$ cat src/rtl/lcd_scan_pkg.sv
`timescale 1ns/1ps
package lcd_scan_pkg;
  localparam int CLK_W  = 12;
  localparam int HALF_W = 6;
  localparam int LINE_W = 10;

  typedef struct packed {
    logic [CLK_W-1:0]  lineClks;
    logic [HALF_W-1:0] halfClks;
    logic [CLK_W-1:0]  hstPos;
    logic [CLK_W-1:0]  deltaClks;
    logic [LINE_W-1:0] fieldLines;
    logic [LINE_W-1:0] blkLines;
    logic [LINE_W-1:0] dropEvery;
    logic              rightScan;
    logic              downScan;
    logic              wide;
    logic              sleep;
  } scanCfg_t;

  typedef struct packed {
    logic restart;
    logic hckPhase;
    logic hstOn;
    logic vckToggle;
    logic vstOn;
    logic lineOdd;
    logic enOff;
    logic blkOn;
    logic rightScan;
    logic downScan;
    logic sleep;
  } scanStrobe_t;
endpackage

$ cat src/rtl/lcd_scan_ctrl.sv
`timescale 1ns/1ps
module lcd_scan_ctrl
  import lcd_scan_pkg::*;
(
  input  logic        clk,
  input  logic        rstN,
  input  logic        frameSync,
  input  scanCfg_t    cfgIn,
  output scanStrobe_t stb
);
  localparam int EXT_W = CLK_W + 2;

  scanCfg_t          cfgAct;
  logic [CLK_W-1:0]  pix;
  logic [LINE_W-1:0] line;
  logic [HALF_W-1:0] phaseCnt;
  logic              phaseBit;
  logic [LINE_W-1:0] dropCnt;
  logic              restartQ;

  logic lineEnd, fieldEnd, phaseEnd, dropWrap;
  logic [EXT_W-1:0] hstStart, hstStop, pixExt;

  always_comb begin
    lineEnd  = ({1'b0, pix} + (CLK_W+1)'(1)) >= {1'b0, cfgAct.lineClks};
    fieldEnd = lineEnd && (({1'b0, line} + (LINE_W+1)'(1)) >= {1'b0, cfgAct.fieldLines});
    phaseEnd = ({1'b0, phaseCnt} + (HALF_W+1)'(1)) >= {1'b0, cfgAct.halfClks};
    dropWrap = ({1'b0, dropCnt} + (LINE_W+1)'(1)) >= {1'b0, cfgAct.dropEvery};
  end

  // counters; configuration is copied only at a field boundary
  always_ff @(posedge clk) begin
    if (!rstN) begin
      cfgAct           <= '0;
      cfgAct.rightScan <= 1'b1;
      cfgAct.downScan  <= 1'b1;
      cfgAct.sleep     <= 1'b1;
      pix      <= '0;
      line     <= '0;
      phaseCnt <= '0;
      phaseBit <= 1'b0;
      dropCnt  <= '0;
      restartQ <= 1'b0;
    end else if (frameSync) begin   // restart
      cfgAct   <= cfgIn;
      pix      <= '0;
      line     <= '0;
      phaseCnt <= '0;
      phaseBit <= 1'b0;
      dropCnt  <= '0;
      restartQ <= 1'b1;
    end else begin
      restartQ <= 1'b0;
      if (lineEnd) begin
        pix      <= '0;
        phaseCnt <= '0;
        phaseBit <= 1'b0;
        if (fieldEnd) begin
          line    <= '0;
          dropCnt <= '0;
          cfgAct  <= cfgIn;
        end else begin
          line    <= line + LINE_W'(1);
          dropCnt <= dropWrap ? '0 : dropCnt + LINE_W'(1);
        end
      end else begin
        pix <= pix + CLK_W'(1);
        if (phaseEnd) begin
          phaseCnt <= '0;
          phaseBit <= ~phaseBit;
        end else begin
          phaseCnt <= phaseCnt + HALF_W'(1);
        end
      end
    end
  end

  // strobe decode toward the datapath
  always_comb begin
    pixExt   = {2'b00, pix};
    hstStart = {2'b00, cfgAct.hstPos} + (line[0] ? {2'b00, cfgAct.deltaClks} : '0);
    hstStop  = hstStart + {{(EXT_W-HALF_W-1){1'b0}}, cfgAct.halfClks, 1'b0};
    stb.restart   = restartQ;
    stb.hckPhase  = phaseBit;
    stb.hstOn     = (pixExt >= hstStart) && (pixExt < hstStop);
    stb.vckToggle = (pix == (cfgAct.lineClks >> 1));
    stb.vstOn     = (line == '0);
    stb.lineOdd   = line[0];
    stb.enOff     = (cfgAct.dropEvery != '0) &&
                    (dropCnt == cfgAct.dropEvery - LINE_W'(1));
    stb.blkOn     = cfgAct.wide &&
                    ((line < cfgAct.blkLines) ||
                     (({1'b0, line} + {1'b0, cfgAct.blkLines}) >= {1'b0, cfgAct.fieldLines}));
    stb.rightScan = cfgAct.rightScan;
    stb.downScan  = cfgAct.downScan;
    stb.sleep     = cfgAct.sleep;
  end
endmodule

$ cat src/rtl/lcd_scan_dp.sv
`timescale 1ns/1ps
module lcd_scan_dp
  import lcd_scan_pkg::*;
(
  input  logic        clk,
  input  logic        rstN,
  input  scanStrobe_t stb,
  output logic        hst,
  output logic        hck1,
  output logic        hck2,
  output logic        vst,
  output logic        vck,
  output logic        en,
  output logic        blk,
  output logic        stbN,
  output logic        rgt,
  output logic        dwn,
  output logic        vidInv
);
  always_ff @(posedge clk) begin
    if (!rstN) begin
      hst    <= 1'b0;
      hck1   <= 1'b1;
      hck2   <= 1'b0;
      vst    <= 1'b0;
      vck    <= 1'b0;
      en     <= 1'b1;
      blk    <= 1'b0;
      stbN   <= 1'b0;
      rgt    <= 1'b1;
      dwn    <= 1'b1;
      vidInv <= 1'b0;
    end else begin
      // phase swap for mirrored scan
      hck1   <= stb.rightScan ? ~stb.hckPhase : stb.hckPhase;
      hck2   <= stb.rightScan ? stb.hckPhase : ~stb.hckPhase;
      hst    <= stb.hstOn;
      vst    <= stb.vstOn;
      vck    <= stb.restart ? 1'b0 : (vck ^ stb.vckToggle);
      en     <= ~stb.enOff;
      blk    <= stb.blkOn;
      stbN   <= ~stb.sleep;
      rgt    <= stb.rightScan;
      dwn    <= stb.downScan;
      vidInv <= stb.lineOdd;
    end
  end
endmodule

$ cat src/rtl/lcd_scan_timer.sv
`timescale 1ns/1ps
module lcd_scan_timer
  import lcd_scan_pkg::*;
(
  input  logic              clk,
  input  logic              rstN,
  input  logic              frameSync,
  input  logic [CLK_W-1:0]  cfgLineClks,
  input  logic [HALF_W-1:0] cfgHalfClks,
  input  logic [CLK_W-1:0]  cfgHstPos,
  input  logic [CLK_W-1:0]  cfgDeltaClks,
  input  logic [LINE_W-1:0] cfgFieldLines,
  input  logic [LINE_W-1:0] cfgBlkLines,
  input  logic [LINE_W-1:0] cfgDropEvery,
  input  logic              cfgRightScan,
  input  logic              cfgDownScan,
  input  logic              cfgWide,
  input  logic              cfgSleep,
  output logic              hst,
  output logic              hck1,
  output logic              hck2,
  output logic              vst,
  output logic              vck,
  output logic              en,
  output logic              blk,
  output logic              stbN,
  output logic              rgt,
  output logic              dwn,
  output logic              vidInv
);
  scanCfg_t    cfgIn;
  scanStrobe_t stb;

  always_comb begin
    cfgIn.lineClks   = cfgLineClks;
    cfgIn.halfClks   = cfgHalfClks;
    cfgIn.hstPos     = cfgHstPos;
    cfgIn.deltaClks  = cfgDeltaClks;
    cfgIn.fieldLines = cfgFieldLines;
    cfgIn.blkLines   = cfgBlkLines;
    cfgIn.dropEvery  = cfgDropEvery;
    cfgIn.rightScan  = cfgRightScan;
    cfgIn.downScan   = cfgDownScan;
    cfgIn.wide       = cfgWide;
    cfgIn.sleep      = cfgSleep;
  end

  lcd_scan_ctrl i_ctrl (
    .clk(clk), .rstN(rstN), .frameSync(frameSync), .cfgIn(cfgIn), .stb(stb)
  );

  lcd_scan_dp i_dp (
    .clk(clk), .rstN(rstN), .stb(stb),
    .hst(hst), .hck1(hck1), .hck2(hck2), .vst(vst), .vck(vck), .en(en),
    .blk(blk), .stbN(stbN), .rgt(rgt), .dwn(dwn), .vidInv(vidInv)
  );
endmodule

$ cat config.mk
export PLATFORM = sky130hd
export DESIGN_NAME = lcd_scan_timer
export DESIGN_NICKNAME = d
export VERILOG_FILES = /design/src/rtl/lcd_scan_pkg.sv /design/src/rtl/lcd_scan_ctrl.sv /design/src/rtl/lcd_scan_dp.sv /design/src/rtl/lcd_scan_timer.sv
export SDC_FILE = /design/constraint.sdc
export NUM_CORES = 1
export LEC_CHECK = 0
export ABC_CLOCK_PERIOD_IN_PS = 4600
export BUFFER_PORTS_ARGS = -buffer_cell sky130_fd_sc_hd__buf_2
export CORE_MARGIN = 1.5
export CORE_UTILIZATION = 30
export CTS_CLUSTER_DIAMETER = 200
export DETAILED_ROUTE_END_ITERATION = 6
export GPL_TIMING_DRIVEN = 1
export PLACE_DENSITY = 0.45
export SKIP_LAST_GASP = 1
export SYNTH_ARGS = -nofsm -noshare
export SYNTH_HDL_FRONTEND = slang
export SYNTH_SLANG_ARGS = --single-unit
$ cat constraint.sdc
create_clock -name clk -period 4.6 [get_ports clk]
set_input_delay 1.38 -clock clk [delete_from_list [all_inputs] [get_ports clk]]
set_output_delay 1.38 -clock clk [all_outputs]
set_load 0.05 [all_outputs]
## Word level (Yosys, flattened, before mapping)

Cells that the tools add are included.

| storage, ports and cells | value |
|---|---|
| logic and storage cells | 79 |
| bits in registers | 127 |
| output and inout bits | 11 |
| input bits | 79 |

| operators by class | value |
|---|---|
| mux-type cells | 10 |
| $add $sub $neg | 12 |
| bitwise logic cells | 5 |
| equality and inequality tests | 2 |
| order comparisons | 8 |
| reductions and logical operators | 14 |

Operator list:

| cell | number |
|---|---|
| $mux 76 | 3 |
| $ge 11x10->1 | 3 |
| $mux 10 | 3 |
| $add 10x1->11 const B | 2 |
| $add 10x1->10 const B | 2 |
| $add 12x14->14 | 1 |
| $add 14x7->14 | 1 |
| $ge 12x14->1 | 1 |
| $lt 12x14->1 | 1 |
| $add 12x1->13 const B | 1 |
| $ge 13x12->1 | 1 |
| $add 12x1->12 const B | 1 |
| $eq 12x11->1 | 1 |
| $mux 12 | 1 |
| $add 10x10->11 | 1 |
| $eq 10x10->1 | 1 |
| $logic_not 10->1 | 1 |
| $lt 10x10->1 | 1 |
| $reduce_bool 10->1 | 1 |
| $sub 10x1->10 const B | 1 |
| $add 6x1->7 const B | 1 |
| $ge 7x6->1 | 1 |
| $add 6x1->6 const B | 1 |
| $logic_and 1x1->1 | 4 |
| other kinds (9) | 16 |

## Logic depth before layout (Yosys ltp)

Gate-level depths: netlist of run 1.

| depth | value |
|---|---|
| depth after elaboration | 6 |
| gate-level depth with buffers | 21 |
| gate-level depth less buffers | 20 |

## Hierarchy

From an unflattened synthesis of run 1, not the netlist that was laid out.

| second synthesis, totals | value |
|---|---|
| cell total of the unflattened synthesis | 1,071 |
| area total of the unflattened synthesis | 8,668.3 µm² |

By module, submodules not included:

| module | sequential area each (µm²) | times used | cells an instance | area an instance (µm²) |
|---|---|---|---|---|
| lcd_scan_ctrl | 2,322.2 | 1 | 1,046 | 8,353.0 |
| lcd_scan_dp | 220.2 | 1 | 25 | 315.3 |

## Worst setup path after synthesis of run 1

OpenSTA, ideal clock, no wires.

| timing | value |
|---|---|
| path kind | register -> register |
| start | reg i_ctrl.line[0] |
| end | reg i_dp.hst |
| required time | 4,540 ps |
| slack | 236 ps |
| data arrival time | 4,304 ps |
| cell stages (with the launch flop) | 21 |
| library setup time | 60 ps |
| period minus slack after synthesis | 4,364 ps |
| buffers on the path | 1 |
| cells stage by stage | dfxtp_1 -> clkbuf_1 -> and2_1 -> ha_1 -> fa_1 -> xor2_1 -> ha_1 -> a21o_1 -> a21o_1 -> a21o_1 -> a21o_1 -> a21oi_1 -> nor2_1 -> xor2_1 -> ha_1 -> a21o_1 -> a21o_1 -> a21o_1 -> a221o_1 -> o31ai_2 -> and3_1 |

| on the way | value |
|---|---|
| cells in the longest elaborated chain, start to end | 5 |
| elaborated cells between the ends (all ways) | 6 |
| those cells by class | add/sub: 2; order compare: 2; mux: 1; reduce/logical: 1 |

RTL lines:

| what | RTL line | RTL |
|---|---|---|
| start, declared | lcd_scan_ctrl.sv:15 | `logic [LINE_W-1:0] line;` |
| start signal, assigned | lcd_scan_ctrl.sv:63 | `line <= line + LINE_W'(1);` |
| $mux 12 (*) | lcd_scan_ctrl.sv:81 | `hstStart = {2'b00, cfgAct.hstPos} + (line[0] ? {2'b00, cfgAct.deltaClks} : '0);` |
| $add 12x14->14 (*) | lcd_scan_ctrl.sv:81 |  |
| $add 14x7->14 | lcd_scan_ctrl.sv:82 | `hstStop = hstStart + {{(EXT_W-HALF_W-1){1'b0}}, cfgAct.halfClks, 1'b0};` |
| $lt 12x14->1 | lcd_scan_ctrl.sv:85 | `stb.hstOn = (pixExt >= hstStart) && (pixExt < hstStop);` |
| $logic_and 1x1->1 (*) | lcd_scan_ctrl.sv:85 |  |
| end signal, assigned | lcd_scan_dp.sv:37 | `hst <= stb.hstOn;` |
| end, declared | lcd_scan_dp.sv:8 | `output logic hst,` |

Mark *: on every way between the ends. The rest lies on a longest branch, timed or not.
A chain may end at the register's enable or synchronous reset.

## Worst setup path in the final report of run 1

| timing | value |
|---|---|
| start | reg i_ctrl.cfgAct[34] (netlist bit) |
| end | reg i_dp.hst |

| on the way | value |
|---|---|
| cells in the longest elaborated chain, start to end | 5 |
| elaborated cells between the ends (all ways) | 6 |
| those cells by class | add/sub: 2; order compare: 2; mux: 1; reduce/logical: 1 |

RTL lines:

| what | RTL line | RTL |
|---|---|---|
| start, declared | lcd_scan_ctrl.sv:13 | `scanCfg_t cfgAct;` |
| start signal, assigned | lcd_scan_ctrl.sv:45 | `cfgAct <= cfgIn;` |
| start signal, assigned | lcd_scan_ctrl.sv:61 | `cfgAct <= cfgIn;` |
| $mux 12 (*) | lcd_scan_ctrl.sv:81 |  |
| $add 12x14->14 (*) | lcd_scan_ctrl.sv:81 |  |
| $add 14x7->14 | lcd_scan_ctrl.sv:82 |  |
| $lt 12x14->1 | lcd_scan_ctrl.sv:85 |  |
| $logic_and 1x1->1 (*) | lcd_scan_ctrl.sv:85 |  |

Marked as above.

==> reports/results.tsv, run 1 <==
metric	value	unit
vias	7054	
max-cap viol count	0	
Worst setup SP type	register	
global-route wire length before repair	35.48	mm
# rows	62	
Max VDD drop	0.2035	mV
Post-Synth XOR/XNOR Area	7.465	%
period utilization	93.01	%
PD cells	303.0	nW/um^2
critical path endpoint category	register	
DP Cell Count	1480	
Tot GR Track Use	14.57	%
count leader, synth	nand2_1	
adder-cell share of the synthesized area	17.35	%
asr flop ratio synth	0	%
CTS H-tree depth	4	
Syn. warnings	0	
share of cells above drive strength 1	13.83	%
TNS Setup	0	ps
worst setup path category	reg2reg	
n_diodes	0	
DR pass1 iterations	5	
Max-slew headroom	35.29	%
Synth Flop Type	dfxtp_1	
simple-gate share of the synthesized area	20.16	%
RSZ-0062 raised after global routing	false	
Post-Route WL	21.24	mm
Post-synth EDFFs	0	
remaining global-route overflow	0	
clock skew	13.81	ps
FF+latch area	2542	um^2
Crit path required time	4980	ps
largest family of logic cells by synthesized area	simple AND/OR/NAND/NOR gates	
Starting Density	30.51	%
largest net degree at the start of global routing	100	
PortBufs	89	
final hold violation count	0	
# setup viols final	0	
post-CTS resize count	0	
Post-Syn Instances	1032	
outcome	complete, no violations	
Die X	174.1	um
post-synth cell types	63	
core area	28780	um^2
Final min period	4278	ps
FMAX	233.7	MHz
multiplexer share of the synthesized area	8.691	%
clk sinks	127	
Root Buffer	clkbuf_16	
initial drt markers	338	
CTS tree	done	
vias in the first global route	6981	
clock tree buffer depth	2	
Hold Buf Count CTS	0	
synth-to-layout area growth	16.67	%
commonest cells in the synthesized netlist	nand2_1, dfxtp_1, ha_1, mux2i_1, inv_1	
crit path max fanout	3	
post-synthesis cell area	8782	um^2
Post-Syn Area per Cell	8.510	um^2
ranking of synthesized cells by area	dfxtp_1, ha_1, mux2i_1	
Filler Cell Count	2991	
postcts setup bufs	0	
routability cong.	0.7932	
Post-Layout Cell Count	1512	
Synth top area share	28.95	%
via/cell ratio	4.665	
Num CTS Buffers	17	
chip height	174.1	um
Die ar.	30310	um^2
area of the multi-input gates	5828	um^2
Total Nets Final	1314	
drc violations	0	
Compound-Gate Fraction of Synth Area	12.57	%
CTS clk-pin slew, worst paths	60	ps
worst-skew pair later-pin latency	430	ps
antenna violations before repair	0	
# IOs	90	
Synth area leader	dfxtp_1	
Lkg Pwr	4.947	nW
Synth Register Bits	127	
Final HPWL DP	16.15	mm
fin. max-slew vios	0	
WP data arrival	4650	ps
min-delay worst type	reg2reg	
syn nets	1231	
Seq/Total Area, Yosys	28.95	%
Worst Tran Pin Value	970.7	ps
routed wire length per instance	14.05	um
antenna viol nets, final	0	
[flip-flops by register name (all words and copies together) (netlist names), 3 cells and up]
signal           cells
i_ctrl.pix          12
i_ctrl.dropCnt      10
i_ctrl.line         10
i_ctrl.phaseCnt      6
i_ctrl.stb           3
i_ctrl.cfgAct       73
[layer usage]
metal | track usage [%] | up-vias | part of all wire [%]
li1 | - | 3738 | -
met1 | 20.20 | 3213 | 52
met2 | 22.73 | 85 | 43
met3 | 2.603 | 18 | 2.6
met4 | 4.813 | 0 | 1.6
met5 | 0 | - | 0
[final timing paths]
| kind | start | to | slack (ps) | cells past startpoint |
|---|---|---|---|---|
| worst min-delay path | i_ctrl.restartQ$_SDFF_PN0_ | i_dp.vck$_SDFF_PP0_ | 390 | 1 |
| worst max-delay path | i_ctrl.cfgAct[34]$_SDFFE_PN0P_ | i_dp.hst$_SDFF_PN0_ | 320 | 20 |
| worst min register to register | i_ctrl.restartQ$_SDFF_PN0_ | i_dp.vck$_SDFF_PP0_ | 390 | 1 |
| worst max register to register | i_ctrl.cfgAct[34]$_SDFFE_PN0P_ | i_dp.hst$_SDFF_PN0_ | 320 | 20 |
[logic make-up after synthesis]
group | count (synthesis)
buf+inv | 105
simple gates | 373
mux | 76
flops | 127
compound gates | 157
xor+xnor | 74
fa+ha+maj | 120
[stage by stage]
step / power (mW) / area (um^2) / hold slack, ps / setup WS [ps] / util [%]
global placement: 1.775 / 9664 / 376.2 / 355.4 / 33.58
global route: 3.278 / 10250 / 398.7 / 39.61 / 35.60
CTS: 3.152 / 10250 / 386.2 / 309.4 / 35.60
floorplan: 1.615 / 8782 / 372.9 / 236.0 / -
finish: 3.105 / 10250 / 387.6 / 321.5 / 35.60
detailed placement: 1.779 / 9664 / 379.8 / 327.6 / 33.58
[power breakdown]
part / leakage, nW / total (mW) / internal, mW / switching [mW]
Clock: 0.282 / 1.36 / 0.810 / 0.548
Sequential: 1.04 / 1.21 / 1.16 / 0.0491
Combinational: 3.62 / 0.538 / 0.232 / 0.305
[placed cells by master, fill, tap and decap left out, drive strengths merged, types with 8 or more instances in the layout]
master,count
xnor2,37
inv,67
a21o,27
clkbuf,18
nor4,10
and3,11
clkinv,8
nor2,37
a32o,9
ha,117
mux2i,74
nor2b,20
xor2,37
nor3,13
and2,27
o21ai,28
buf,103
nand4,12
nand3,27
dfxtp,127
nand2,179
a21oi,42
nand2b,18
[worst max-delay path, stage by stage, from the launching register on]
cell and delay, ps:
dfxtp_1 310, and2_1 150, ha_1 210, fa_1 430, a21o_1 170, a21oi_1 160
xnor2_1 200, ha_1 320, a21oi_1 150, nand2_1 100, a21o_1 180, a21o_1 210
xor2_1 150, ha_1 300, a21o_1 160, a21o_1 170, a21o_1 170, a21o_1 160
a221o_1 300, o31ai_2 60, and3_1 160
[area by class of cell]
type | instances | area share (%)
clock buffer | 18 | 4.286
tap | 384 | 4.689
inverter | 66 | 2.418
sequential | 127 | 24.81
timing repair buffer | 103 | 5.520
multi-input combinational | 800 | 56.88
clock inverter | 14 | 1.392
No activity file was read; power rests on OpenSTA's default activity.
==> run 2, diff against run 1 <==
Settings changed: CORE_UTILIZATION 30 to 54, PLACE_DENSITY 0.45 to 0.74.
==> run 2 against run 1 <==
Against the previous run:
- fmax down 1.5%
- combinational power about the same
- global-route usage grew 8.6 points
- critical path depth is the same
- design area shrank 1.5%
- critical path type unchanged
- largest cell class unchanged
- highest routed layer unchanged
==> reports/results.tsv, run 2 (synthesized netlist as in run 1, its figures left out) <==
metric	value	unit
outcome	complete, no violations	
Die X	130.5	um
PortBufs	89	
synth-to-layout area growth	14.96	%
routed wire length per instance	14.04	um
fin. max-slew vios	0	
Top Registers	i_ctrl.cfgAct (73), i_ctrl.pix (12)	
routability cong.	0.8743	
most common cell after layout, fill and taps aside	nand2_1	
RSZ-0062 raised after global routing	false	
TNS Setup	0	ps
Post-Route WL	18.85	mm
min-delay worst type	reg2reg	
Tot GR Track Use	23.19	%
Total Nets Final	1313	
Worst setup SP type	register	
vias in the first global route	6697	
post-CTS resize count	0	
PD cells	318.5	nW/um^2
largest net degree at the start of global routing	99	
via/cell ratio	5.351	
Top reg by flops	i_ctrl.cfgAct	
max reg flops	73	
WP data arrival	4710	ps
remaining global-route overflow	0	
clock tree buffer depth	2	
reg2reg start	i_ctrl.cfgAct[34]$_SDFFE_PN0P_	
Lkg Pwr	4.970	nW
initial drt markers	368	
clock share of power	45.7	%
post-route design area	10100	um^2
final hold violation count	0	
Net Sw Power	868.8	uW
Starting Density	55.29	%
Filler Cell Count	1399	
CTS clk-pin slew, worst paths	60	ps
drc violations	0	
# IOs	90	
crit path launch	i_ctrl.cfgAct[34]$_SDFFE_PN0P_	
core area	15890	um^2
switching portion of total power	27.02	%
Seq pwr share	37.6	%
min-delay src	i_ctrl.restartQ$_SDFF_PN0_	
max-cap viol count	0	
Worst Tran Pin Value	894.4	ps
# setup viols final	0	
Root Buffer	clkbuf_16	
antenna violations before repair	0	
Post-DP Area	9447	um^2
period utilization	94.42	%
Power Internal	2.347	mW
vias	7186	
clock skew	12.09	ps
combinational share of power	16.7	%
Max VDD drop	0.2884	mV
postcts setup bufs	0	
Final min period	4343	ps
Crit path required time	4970	ps
CTS H-tree depth	4	
critical path endpoint category	register	
# rows	46	
share of cells above drive strength 1	13.75	%
clk sinks	127	
Num CTS Buffers	17	
CTS tree	done	
chip height	130.5	um
most frequent cells in the layout	nand2_1, dfxtp_1, ha_1, buf_2, mux2i_1	
Final HPWL DP	14.12	mm
DR pass1 iterations	5	
global-route wire length before repair	31.55	mm
antenna viol nets, final	0	
FMAX	230.2	MHz
worst setup path category	reg2reg	
crit path max fanout	3	
Max-slew headroom	40.38	%
n_diodes	0	
worst-skew pair later-pin latency	430	ps
Die ar.	17040	um^2
Hold Buf Count CTS	0	
-- run 2: per-layer routing --
layer | global-route usage [%] | part of all wire [%] | vias up
met5 | 0 | 0 | -
met4 | 6.464 | 1.0 | 0
met3 | 4.560 | 3.0 | 17
met2 | 37.34 | 45 | 118
met1 | 31.74 | 51 | 3306
li1 | - | - | 3745
-- run 2: worst paths after layout --
check | to | slack (ps) | depth (start not counted)
max | i_dp.hst$_SDFF_PN0_ | 260 | 20
min reg2reg | i_dp.vck$_SDFF_PP0_ | 390 | 1
min | i_dp.vck$_SDFF_PP0_ | 390 | 1
max reg2reg | i_dp.hst$_SDFF_PN0_ | 260 | 20
-- run 2: area by class of cell --
cell class                      instances  area, um^2  share of cell area (%)
Clock inverter                         12       182.7                   1.809
Tap cell                              216       270.3                   2.677
Sequential cell                       127        2542                   25.18
Clock buffer                           20       466.7                   4.623
Inverter                               66       247.7                   2.454
Timing Repair Buffer                  102       558.0                   5.527
Multi-Input combinational cell        800        5828                   57.73
-- run 2: through the flow --
stage                     total power, mW  std cells  hold slack, ps  util (%)  setup WS, ps
after floorplan                     1.615       1032           372.9         -         236.0
after global placement              1.750       1311           378.6     59.47         407.6
after detailed placement            1.762       1311           383.9     59.47         285.6
after CTS                           3.241       1343           393.2     63.56         266.6
after global routing                3.364       1343           406.5     63.56         76.28
final                               3.216       1343           389.6     63.56         256.6
-- run 2: critical path, stage by stage, from the launching register on --
cell and delay, ps:
dfxtp_1 310, and2_1 150, ha_1 210, fa_1 420, a21o_1 180, a21oi_1 180
xnor2_1 200, ha_1 310, a21oi_1 150, nand2_1 100, a21o_1 180, a21o_1 210
xor2_1 160, ha_1 310, a21o_1 160, a21o_1 170, a21o_1 170, a21o_1 170
a221o_1 300, o31ai_2 60, and3_1 170
-- run 2: power by group through the flow --
| stage | combinational, mW | clock, mW | sequential (mW) |
|---|---|---|---|
| finish | 0.537 | 1.47 | 1.21 |
| global route | 0.604 | 1.55 | 1.21 |
| CTS | 0.538 | 1.50 | 1.21 |
| detailed placement | 0.531 | 0 | 1.23 |
| global placement | 0.520 | 0 | 1.23 |
| floorplan | 0.375 | 0 | 1.24 |
==> run 3, diff against run 2 <==
Settings changed: CORE_MARGIN 1.5 to 8.
==> run 3 against run 2 <==
Against the previous run:
- critical path depth unchanged
- clock-buffer cell count decreased by 1
- global-route usage fell by 3.0 points
- via count grew 1.8%
- final cell count is essentially flat
- critical path type unchanged
==> reports/results.tsv, run 3 (synthesized netlist as in run 1, its figures left out) <==
metric	value	unit
RSZ-0062 raised after global routing	false	
# setup viols final	0	
PD cells	306.7	nW/um^2
routability cong.	0.8606	
initial drt markers	509	
Top Registers	i_ctrl.cfgAct (73), i_ctrl.pix (12)	
Net Sw Power	874.7	uW
clock skew	7.753	ps
max-cap viol count	0	
Worst setup SP type	register	
Num CTS Buffers	17	
Max-slew headroom	52.75	%
Tot GR Track Use	20.15	%
Starting Density	55.29	%
most common cell after layout, fill and taps aside	nand2_1	
fin. max-slew vios	0	
reg2reg setup slack	270	ps
largest net degree at the start of global routing	71	
via/cell ratio	5.443	
Die X	143.5	um
Power Internal	2.207	mW
outcome	complete, no violations	
Total Nets Final	1314	
synth-to-layout area growth	14.42	%
antenna violations before repair	0	
combinational share of power	17.6	%
drc violations	0	
Final HPWL DP	14.86	mm
# IOs	90	
Hold Buf Count CTS	0	
# rows	46	
postcts setup bufs	0	
CTS clk-pin slew, worst paths	60	ps
min-delay worst type	reg2reg	
switching portion of total power	28.38	%
TNS Setup	0	ps
final hold violation count	0	
Root Buffer	clkbuf_16	
clock share of power	43.2	%
CTS H-tree depth	4	
vias	7316	
remaining global-route overflow	0	
Final Hold Slack	389.8	ps
vias in the first global route	7222	
Seq pwr share	39.2	%
worst-skew pair later-pin latency	420	ps
core area	15890	um^2
global-route wire length before repair	33.85	mm
crit path max fanout	3	
Worst Tran Pin Value	690.8	ps
Crit path required time	4970	ps
Post-Route WL	19.81	mm
chip height	143.5	um
CTS tree	done	
antenna viol nets, final	0	
n_diodes	0	
worst setup path category	reg2reg	
share of cells above drive strength 1	13.92	%
PortBufs	89	
clock tree buffer depth	2	
period utilization	94.14	%
FMAX	230.9	MHz
most frequent cells in the layout	nand2_1, dfxtp_1, ha_1, buf_2, mux2i_1	
Max VDD drop	0.3022	mV
max reg flops	73	
clk sinks	127	
Lkg Pwr	4.951	nW
Die ar.	20600	um^2
Final min period	4331	ps
critical path endpoint category	register	
Top reg by flops	i_ctrl.cfgAct	
WP data arrival	4700	ps
routed wire length per instance	14.74	um
DR pass1 iterations	5	
run 3: per-stage QoR:
step	util (%)	worst slack (ps)	std cells	power (mW)	area, um^2
after global routing	63.26	8.343	1344	3.231	10050
after global placement	59.51	388.9	1312	1.752	9454
after detailed placement	59.51	242.9	1312	1.766	9454
after floorplan	-	236.0	1032	1.615	8782
final	63.26	269.4	1344	3.082	10050
after CTS	63.19	225.2	1344	3.101	10040
run 3: critical path, stage by stage, from the launching register on:
cell and delay, ps:
dfxtp_1 300, and2_1 150, ha_1 220, fa_1 430
a21o_1 190, a21oi_2 190, xnor2_2 160, ha_1 290
a21oi_1 170, nand2_1 100, a21o_1 180, a21o_1 210
xor2_1 150, ha_1 300, a21o_1 160, a21o_1 160
a21o_1 170, a21o_1 170, a221o_1 310, o31ai_2 60
and3_1 180
run 3: timing repair:
action,4_1_cts,5_1_grt
resized for setup,0,2
endpoints found under the setup margin,0,1
endpoints found under the hold margin,0,0
run 3: area by class of cell:
type                       count  area [um^2]
multi-input combinational    800         5839
clock buffer                  19        442.9
tap                          216        270.3
fill                        1431         5837
clock inverter                13        140.1
timing repair buffer         103        565.5
inverter                      66        247.7
sequential                   127         2542
run 3: final timing paths:
path	end	startpoint	cells after the start
setup / recovery	i_dp.hst$_SDFF_PN0_	i_ctrl.cfgAct[34]$_SDFFE_PN0P_	20
setup reg to reg	i_dp.hst$_SDFF_PN0_	i_ctrl.cfgAct[34]$_SDFFE_PN0P_	20
hold reg to reg	i_dp.vck$_SDFF_PP0_	i_ctrl.restartQ$_SDFF_PN0_	1
hold / removal	i_dp.vck$_SDFF_PP0_	i_ctrl.restartQ$_SDFF_PN0_	1
run 3: power groups by stage:
| stage | sequential, mW | combinational (mW) | clock, mW |
|---|---|---|---|
| final | 1.21 | 0.541 | 1.33 |
| after global routing | 1.22 | 0.612 | 1.40 |
| after CTS | 1.21 | 0.542 | 1.35 |
| after detailed placement | 1.23 | 0.535 | 0 |
| after global placement | 1.23 | 0.522 | 0 |
| after floorplan | 1.24 | 0.375 | 0 |
run 3: metal layers:
layer,up-vias,part of all wire (%),GRT usage (%),wire length (um)
met3,35,4.1,3.948,805
met4,0,2.1,7.360,421
li1,3735,-,-,-
met2,142,46,32.98,9094
met1,3404,48,25.76,9493
met5,-,0,0,0
